File: src/rtl/feac_tx_pkg.sv
package feac_tx_pkg;
  typedef enum logic [1:0] {
    MODE_IDLE   = 2'd0,
    MODE_SINGLE = 2'd1,
    MODE_DUAL   = 2'd2,
    MODE_CONT   = 2'd3
  } feac_mode_e;

  typedef struct packed {
    logic loadA;
    logic loadB;
    logic shift;
    logic fillOne;
  } feac_strobe_t;
endpackage

File: src/rtl/feac_tx_datapath.sv
module feac_tx_datapath import feac_tx_pkg::*; #(
  parameter int CODE_W = 6,
  parameter int FILL_W = 8
) (
  input  logic              clk,
  input  logic              rstN,
  input  feac_strobe_t      strobe,
  input  logic [CODE_W-1:0] codeA,
  input  logic [CODE_W-1:0] codeB,
  output logic              serOut
);
  localparam int WORD_W = CODE_W + 2 + FILL_W;

  logic [CODE_W-1:0] codeSel;
  logic [WORD_W-1:0] wordNext;
  logic [WORD_W-2:0] shReg;

  assign codeSel  = strobe.loadB ? codeB : codeA;
  // bit 0 goes out first: leading 0, code bit 0..N-1, trailing 0, fill ones
  assign wordNext = {{FILL_W{1'b1}}, 1'b0, codeSel, 1'b0};

  always_ff @(posedge clk) begin
    if (!rstN) begin
      serOut <= 1'b1;
      shReg  <= '1;
    end else if (strobe.loadA || strobe.loadB) begin
      serOut <= wordNext[0];
      shReg  <= wordNext[WORD_W-1:1];
    end else if (strobe.shift) begin
      serOut <= shReg[0];
      shReg  <= {1'b1, shReg[WORD_W-2:1]};
    end else if (strobe.fillOne) begin
      serOut <= 1'b1;
    end
  end
endmodule

File: src/rtl/feac_tx_ctrl.sv
module feac_tx_ctrl import feac_tx_pkg::*; #(
  parameter int WORD_W = 16,
  parameter int REPS   = 10
) (
  input  logic         clk,
  input  logic         rstN,
  input  logic         bitEn,
  input  logic [1:0]   modeSel,
  input  logic         startPulse,
  output feac_strobe_t strobe,
  output logic         busy,
  output logic         done
);
  localparam int IDX_W = $clog2(WORD_W);
  localparam int REP_W = $clog2(REPS + 1);

  feac_mode_e       modeNow;
  logic [IDX_W-1:0] bitIdx;
  logic [REP_W-1:0] repCnt;
  logic             running, contRun, dualRun, phaseB, pending;
  logic             atBoundary, lastBit, startNow;

  assign modeNow    = feac_mode_e'(modeSel);
  assign atBoundary = (bitIdx == '0);
  assign lastBit    = (bitIdx == IDX_W'(WORD_W - 1));
  assign startNow   = bitEn && atBoundary && pending;
  assign busy       = pending || running;

  always_comb begin
    strobe = '0;
    if (bitEn) begin
      if (!atBoundary) strobe.shift = 1'b1;
      else if (pending) begin
        if (modeNow != MODE_IDLE) strobe.loadA = 1'b1;
        else                      strobe.fillOne = 1'b1;
      end else if (running) begin
        if (contRun || (!phaseB && repCnt != REP_W'(REPS))) strobe.loadA = 1'b1;
        else                                                strobe.loadB = 1'b1;
      end else strobe.fillOne = 1'b1;
    end
  end

  always_ff @(posedge clk) begin
    if (!rstN) begin
      bitIdx  <= '0;
      repCnt  <= '0;
      running <= 1'b0;
      contRun <= 1'b0;
      dualRun <= 1'b0;
      phaseB  <= 1'b0;
      pending <= 1'b0;
      done    <= 1'b0;
    end else begin
      pending <= startPulse || (pending && !startNow);
      if (bitEn) begin
        if (atBoundary) begin
          if (pending) begin
            running <= (modeNow != MODE_IDLE);
            contRun <= (modeNow == MODE_CONT);
            dualRun <= (modeNow == MODE_DUAL);
            phaseB  <= 1'b0;
            repCnt  <= REP_W'(1);
            done    <= 1'b0;
            bitIdx  <= (modeNow != MODE_IDLE) ? IDX_W'(1) : '0;
          end else if (running) begin
            bitIdx <= IDX_W'(1);
            if (strobe.loadB && !phaseB) begin
              phaseB <= 1'b1;
              repCnt <= REP_W'(1);
            end else if (!contRun) begin
              repCnt <= repCnt + REP_W'(1);
            end
          end
        end else begin
          bitIdx <= lastBit ? '0 : bitIdx + IDX_W'(1);
          if (lastBit && running) begin
            if (contRun) begin
              if (modeNow != MODE_CONT) running <= 1'b0;
            end else if (repCnt == REP_W'(REPS) && (phaseB || !dualRun)) begin
              running <= 1'b0;
              done    <= 1'b1;
            end
          end
        end
      end
    end
  end
endmodule

File: src/rtl/feac_tx_seq.sv
module feac_tx_seq import feac_tx_pkg::*; #(
  parameter int CODE_W = 6,
  parameter int FILL_W = 8,
  parameter int REPS   = 10
) (
  input  logic              clk,
  input  logic              rstN,
  input  logic              bitEn,
  input  logic [CODE_W-1:0] codeA,
  input  logic [CODE_W-1:0] codeB,
  input  logic [1:0]        modeSel,
  input  logic              startPulse,
  output logic              serOut,
  output logic              busy,
  output logic              done
);
  localparam int WORD_W = CODE_W + 2 + FILL_W;

  feac_strobe_t strobe;

  feac_tx_ctrl #(.WORD_W(WORD_W), .REPS(REPS)) uCtrl (
    .clk(clk), .rstN(rstN), .bitEn(bitEn), .modeSel(modeSel),
    .startPulse(startPulse), .strobe(strobe), .busy(busy), .done(done)
  );

  feac_tx_datapath #(.CODE_W(CODE_W), .FILL_W(FILL_W)) uData (
    .clk(clk), .rstN(rstN), .strobe(strobe), .codeA(codeA),
    .codeB(codeB), .serOut(serOut)
  );
endmodule

File: config.mk
export PLATFORM = sky130hd
export DESIGN_NAME = feac_tx_seq
export DESIGN_NICKNAME = d
export VERILOG_FILES = /design/src/rtl/feac_tx_pkg.sv /design/src/rtl/feac_tx_datapath.sv /design/src/rtl/feac_tx_ctrl.sv /design/src/rtl/feac_tx_seq.sv
export SDC_FILE = /design/constraint.sdc
export NUM_CORES = 1
export LEC_CHECK = 0
export ABC_AREA = 1
export CORE_UTILIZATION = 55
export CTS_BUF_LIST = sky130_fd_sc_hd__clkbuf_8
export CTS_CLUSTER_DIAMETER = 60
export DETAILED_ROUTE_END_ITERATION = 8
export DONT_BUFFER_PORTS = 1
export PLACE_DENSITY = 0.68
export SYNTH_ARGS = -nofsm -noshare
export SYNTH_HDL_FRONTEND = slang
export SYNTH_SLANG_ARGS = --single-unit
File: constraint.sdc
create_clock -name clk -period 3.61 [get_ports clk]
set_input_delay 0 -clock clk [delete_from_list [all_inputs] [get_ports clk]]
set_output_delay 0 -clock clk [all_outputs]
set_load 0.01 [all_outputs]
# Word level (Yosys, flattened, before mapping)

Index checks and enable logic that the tools add are counted.
Widths: inputs -> output; s select.

Mux-type cells: 42
Reductions and logical operators: 30
Add/subtract/negate cells: 2
Equal/unequal tests: 11

Operators with widths:

| cell                | number |
|---|---|
| $mux 4              | 9 |
| $mux 1              | 28 |
| $mux 7              | 2 |
| $reduce_bool 2->1   | 6 |
| $reduce_and 5->1    | 2 |
| $add 4x1->4 const B | 2 |
| $eq 4x4->1 const B  | 2 |
| $reduce_and 4->1    | 2 |
| $logic_and 1x1->1   | 7 |
| $mux 6              | 1 |
| $ne 3x3->1 const B  | 2 |
| $reduce_bool 3->1   | 2 |
| $logic_or 1x1->1    | 5 |
| $eq 2x2->1 const B  | 2 |
| $logic_not 4->1     | 1 |
| $mux 2              | 2 |
| $ne 2x2->1 const B  | 2 |
| $ne 4x4->1 const B  | 1 |
| $logic_not 1->1     | 3 |
| $ne 3x1->1 const B  | 1 |
| $reduce_and 3->1    | 1 |
| $ne 2x1->1 const B  | 1 |
| $reduce_and 2->1    | 1 |

Flip-flop bits (word level): 22
Output and inout bits: 3
Input bits: 18

# Logic depth before layout (Yosys ltp)

Depth in word-level cells: 12
Mapped depth: 11
Mapped depth without buffers: 11

# Modules after synthesis

From an unflattened synthesis, not the netlist that was laid out.

Cell total of the unflattened synthesis: 206
Area total of the unflattened synthesis: 1432.6 um2

Modules (own cells, without submodules):

| module           | area an instance (um2) | cells each | sequential area each (um2) | times used |
|---|---|---|---|---|
| feac_tx_ctrl     | 904.6                  | 120        | 280.3                      | 1 |
| feac_tx_datapath | 528.0                  | 86         | 160.2                      | 1 |

# Worst setup path after synthesis

No wires, ideal clock.

Kind: reg-to-reg
Start: register uCtrl.bitIdx[0]
End: register uData.shReg[1]
Setup time: 134 ps
Cell stages (with the launch flop): 12
Slack: 2157 ps
Data arrival time: 1318 ps
Cells stage by stage: dfxtp_1 -> inv_1 -> ha_1 -> nand2_1 -> nor2_2 -> o31ai_2 -> nor2_4 -> inv_2 -> nand2_1 -> inv_2 -> nand2_1 -> nand4_1

Cells in the longest elaborated chain, start to end: 5

RTL lines:

| element                                            | line                                           | text |
|---|---|---|
| start, declared                                    | feac_tx_ctrl.sv:18                             | `logic [IDX_W-1:0] bitIdx;` |
| start signal, assigned                             | feac_tx_ctrl.sv:64                             | `bitIdx <= (modeNow != MODE_IDLE) ? IDX_W'(1) : '0;` |
| start signal, assigned                             | feac_tx_ctrl.sv:75                             | `bitIdx <= lastBit ? '0 : bitIdx + IDX_W'(1);` |
| $logic_not 4->1 (*)                                | feac_tx_ctrl.sv:24                             | `assign atBoundary = (bitIdx == '0);` |
| $mux 2                                             | feac_tx_ctrl.sv:32                             | `if (!atBoundary) strobe.shift = 1'b1;` |
| $mux 4 (*)                                         | feac_tx_ctrl.sv:31                             | `if (bitEn) begin` |
| $mux 6 / $logic_or 1x1->1 (equally long branches)  | feac_tx_datapath.sv:18, feac_tx_datapath.sv:26 |  |
| $mux 7 / $reduce_bool 2->1 (equally long branches) | --                                             |  |
| end signal, assigned                               | feac_tx_datapath.sv:28                         | `shReg <= wordNext[WORD_W-1:1];` |
| end signal, assigned                               | feac_tx_datapath.sv:31                         | `shReg <= {1'b1, shReg[WORD_W-2:1]};` |
| end, declared                                      | feac_tx_datapath.sv:16                         | `logic [WORD_W-2:0] shReg;` |

Every way passes the cells marked *; elsewhere a longest branch is shown, timed or not.
A chain may end at the register's enable or synchronous reset.

# Worst setup path in the final report

Start: register uCtrl.bitIdx[0]
End: register uData.shReg[5]

Same word-level chain as after synthesis.

==> flow_summary.ini <==
[hold_path]
hold_path.class = input pin to flop

[timing]
max_freq_ghz = 0.4484
relSlewSlack = 0.6295
hold_viol = 0
drv_slew = 0
timing.hold.ws_ns = 0.004486
setup_viol = 0
period_share = 0.6178
clock_skew_ns = 0.004421
setup_tns_ns = 0
worst_pin_slew_ns = 0.5539
grt_setup_unrepaired = false
min_period_ns = 2.230

[setup_path]
cp.arrival_ns = 2.36
start_kind = flop
critical_path.top_delay_family = buffers and inverters
path_max_fanout = 12
cpMaxStageDelayCell = dlygate4sd3_1
max_stage_delay_ns = 0.59
required_ns = 3.74
endpoint_kind = flop
path_cells = inv_1, ha_1, nand3_1, nor2_2, nand2_1, o211ai_1, dlygate4sd3_1, nand4_1
path_buf_inv = 2
worst-setup-path-type = flop to flop

[logic_synthesis]
syn_area_um2 = 1226
synth.top_cell.area_share = 0.3592
synth_simple_gate_area_frac = 0.3173
synth_top_family_by_area = simple AND/OR/NAND/NOR gates
synth_xor_xnor_area_share = 0.01429
yosysTopAreaCell = dfxtp_1
netlist_instances = 168
syn-num-nets = 190
yosysWarnings = 0
synth_adder_area_share = 0.04082
synth_cell_type_count = 27
synthMuxAreaShare = 0
ys_ff_latch = 22
synth_area_per_cell_um2 = 7.299
synth_area_leaders = dfxtp_1 36%, nand2_1 11%, inv_1 7.0%
synth_compound_area_frac = 0.1755
synth.yosys.seq_area_share = 0.3592

[finish]
drive_gt1_frac = 0.1087
area_growth_pct = 17.45
largest_reg_flops = 7
top_regs = uData.shReg: 7 flops, uCtrl.bitIdx: 4 flops, uCtrl.repCnt: 4 flops
largest_register = uData.shReg
final_common_cell = nand2_1
layout_common_cells = 37 x nand2_1, 23 x inv_1, 22 x dfxtp_1, 14 x dlygate4sd3_1, 12 x a21oi_1
antenna_cells = 0
nets = 207
fillers = 179

[die]
die-width_um = 49.22
fp.coreArea_um2 = 2022
rows = 16
die_height_um = 49.22
dieArea_um2 = 2422
ios = 21
start_util = 0.6064

[routing]
first_iter_violations = 41
vias_per_cell = 5.607
wl_per_cell_um = 13.88
drc = 0
detail_route.first_pass.iterations = 5
wirelength_um = 2929
via_count = 1183
ant_nets = 0

[power]
leakage_nw = 0.6090
pwr_density_cell_nw_per_um2 = 453.7
fin_total_pwr_w = 0.0006533
ir_drop_uv = 280.7

[global_route]
overflow = 0
grt_pass1_vias = 1094
track_usage = 0.2619
grt_max_degree = 15
grt_pass1_wl_um = 4926
antenna_found_initial = 0

[placed_design]
numPortBuffers = 0
place_congestion = 0.8572
hpwl_um = 2040

[cts]
clk_latency_ns = 0.26
cts_tree = built
cts.sinks = 22
post_cts_buffers = 0
path_clk_slew_ns = 0.08
htree_levels = 1
numCtsBuffers = 3
root_buffer = clkbuf_8
cts_buffer_depth = 2

[flow_run]
maxCapViolations = 0

[run_status]
status = complete, no violations
where the power goes:
group,total [W],leakage (nW),internal [W],switching [W]
Sequential,0.000293,0.180,0.000272,0.0000208
Clock,0.000178,0.0288,0.0000972,0.0000810
Combinational,0.000182,0.400,0.0000654,0.000116
Total,0.000653,0.609,0.000435,0.000218
per-stage QoR:
step | setup WS (ns) | std cells | instance area, µm² | utilization
2_1_floorplan | 2.157 | 168 | 1226 | -
3_3_place_gp | 1.963 | 193 | 1245 | 0.6157
3_5_place_dp | 1.907 | 193 | 1245 | 0.6157
4_1_cts | 1.470 | 211 | 1440 | 0.7123
5_1_grt | 1.227 | 211 | 1440 | 0.7123
6_report | 1.380 | 211 | 1440 | 0.7123
layer usage:
layer  part of all wire  vias to the layer above  global-route usage  wire length (µm)
met3              0.047                        4             0.04361               139
met1               0.45                      544              0.3422              1326
met5                  0                        -                   0                 0
met4             0.0099                        0             0.08824                29
met2               0.49                       40              0.4315              1433
li1                   -                      595                   -                 -
synth_stat cells (all sizes together):
library cell,instances
o21ai,8
o31ai,1
nand4,6
dfxtp,22
nand2,40
o311ai,1
nor3,2
ha,4
xor2,2
buf,1
nand3b,4
a211oi,1
a2111oi,1
o21bai,1
a21oi,12
clkinv,1
nor2,15
inv,25
o211ai,7
nand3,12
clkbuf,1
a31oi,1
cell type report:
type	instances	area, µm²	area share
Sequential cell	22	440.4	0.3058
Tap cell	27	33.78	0.02346
Timing Repair Buffer	14	140.1	0.09731
Multi-Input combinational cell	118	671.9	0.4666
Inverter	26	98.84	0.06864
Clock buffer	4	55.05	0.03823
logic make-up (layout without fill, tap and decap cells):
group / Yosys count / after routing
AND/OR/NAND/NOR: 79 / 79
AO/OA/AOI/OAI: 33 / 33
buffers and inverters: 28 / 44
flip-flops: 22 / 22
adder cells (fa/ha/maj): 4 / 4
XOR/XNOR: 2 / 2
path summary, 6_finish.rpt:
kind	start	end	slack, ns	cells after the start
setup / recovery	uCtrl.bitIdx[0]$_SDFFE_PN0P_	uData.shReg[5]$_SDFFE_PN1P_	1.38	8
hold / removal	modeSel[0]	uCtrl.running$_SDFFE_PN0P_	0.004	4
setup reg to reg	uCtrl.bitIdx[0]$_SDFFE_PN0P_	uData.shReg[5]$_SDFFE_PN1P_	1.38	8
hold reg to reg	uData.shReg[5]$_SDFFE_PN1P_	uData.shReg[5]$_SDFFE_PN1P_	0.47	2
worst reg2reg max path: stages, from the launching register on:
cell	delay (ns)
dfxtp_1	0.34
inv_1	0.09
ha_1	0.21
nand3_1	0.13
nor2_2	0.12
nand2_1	0.25
o211ai_1	0.28
dlygate4sd3_1	0.59
nand4_1	0.08
timing repair:
| action | in CTS | in global routing |
|---|---|---|
| hold buffers | 14 | 0 |
| gates resized for setup | 0 | 0 |
| endpoints found under the hold margin | 17 | 0 |
| endpoints found under the setup margin | 0 | 0 |
Power figures use the tool's default switching activity.
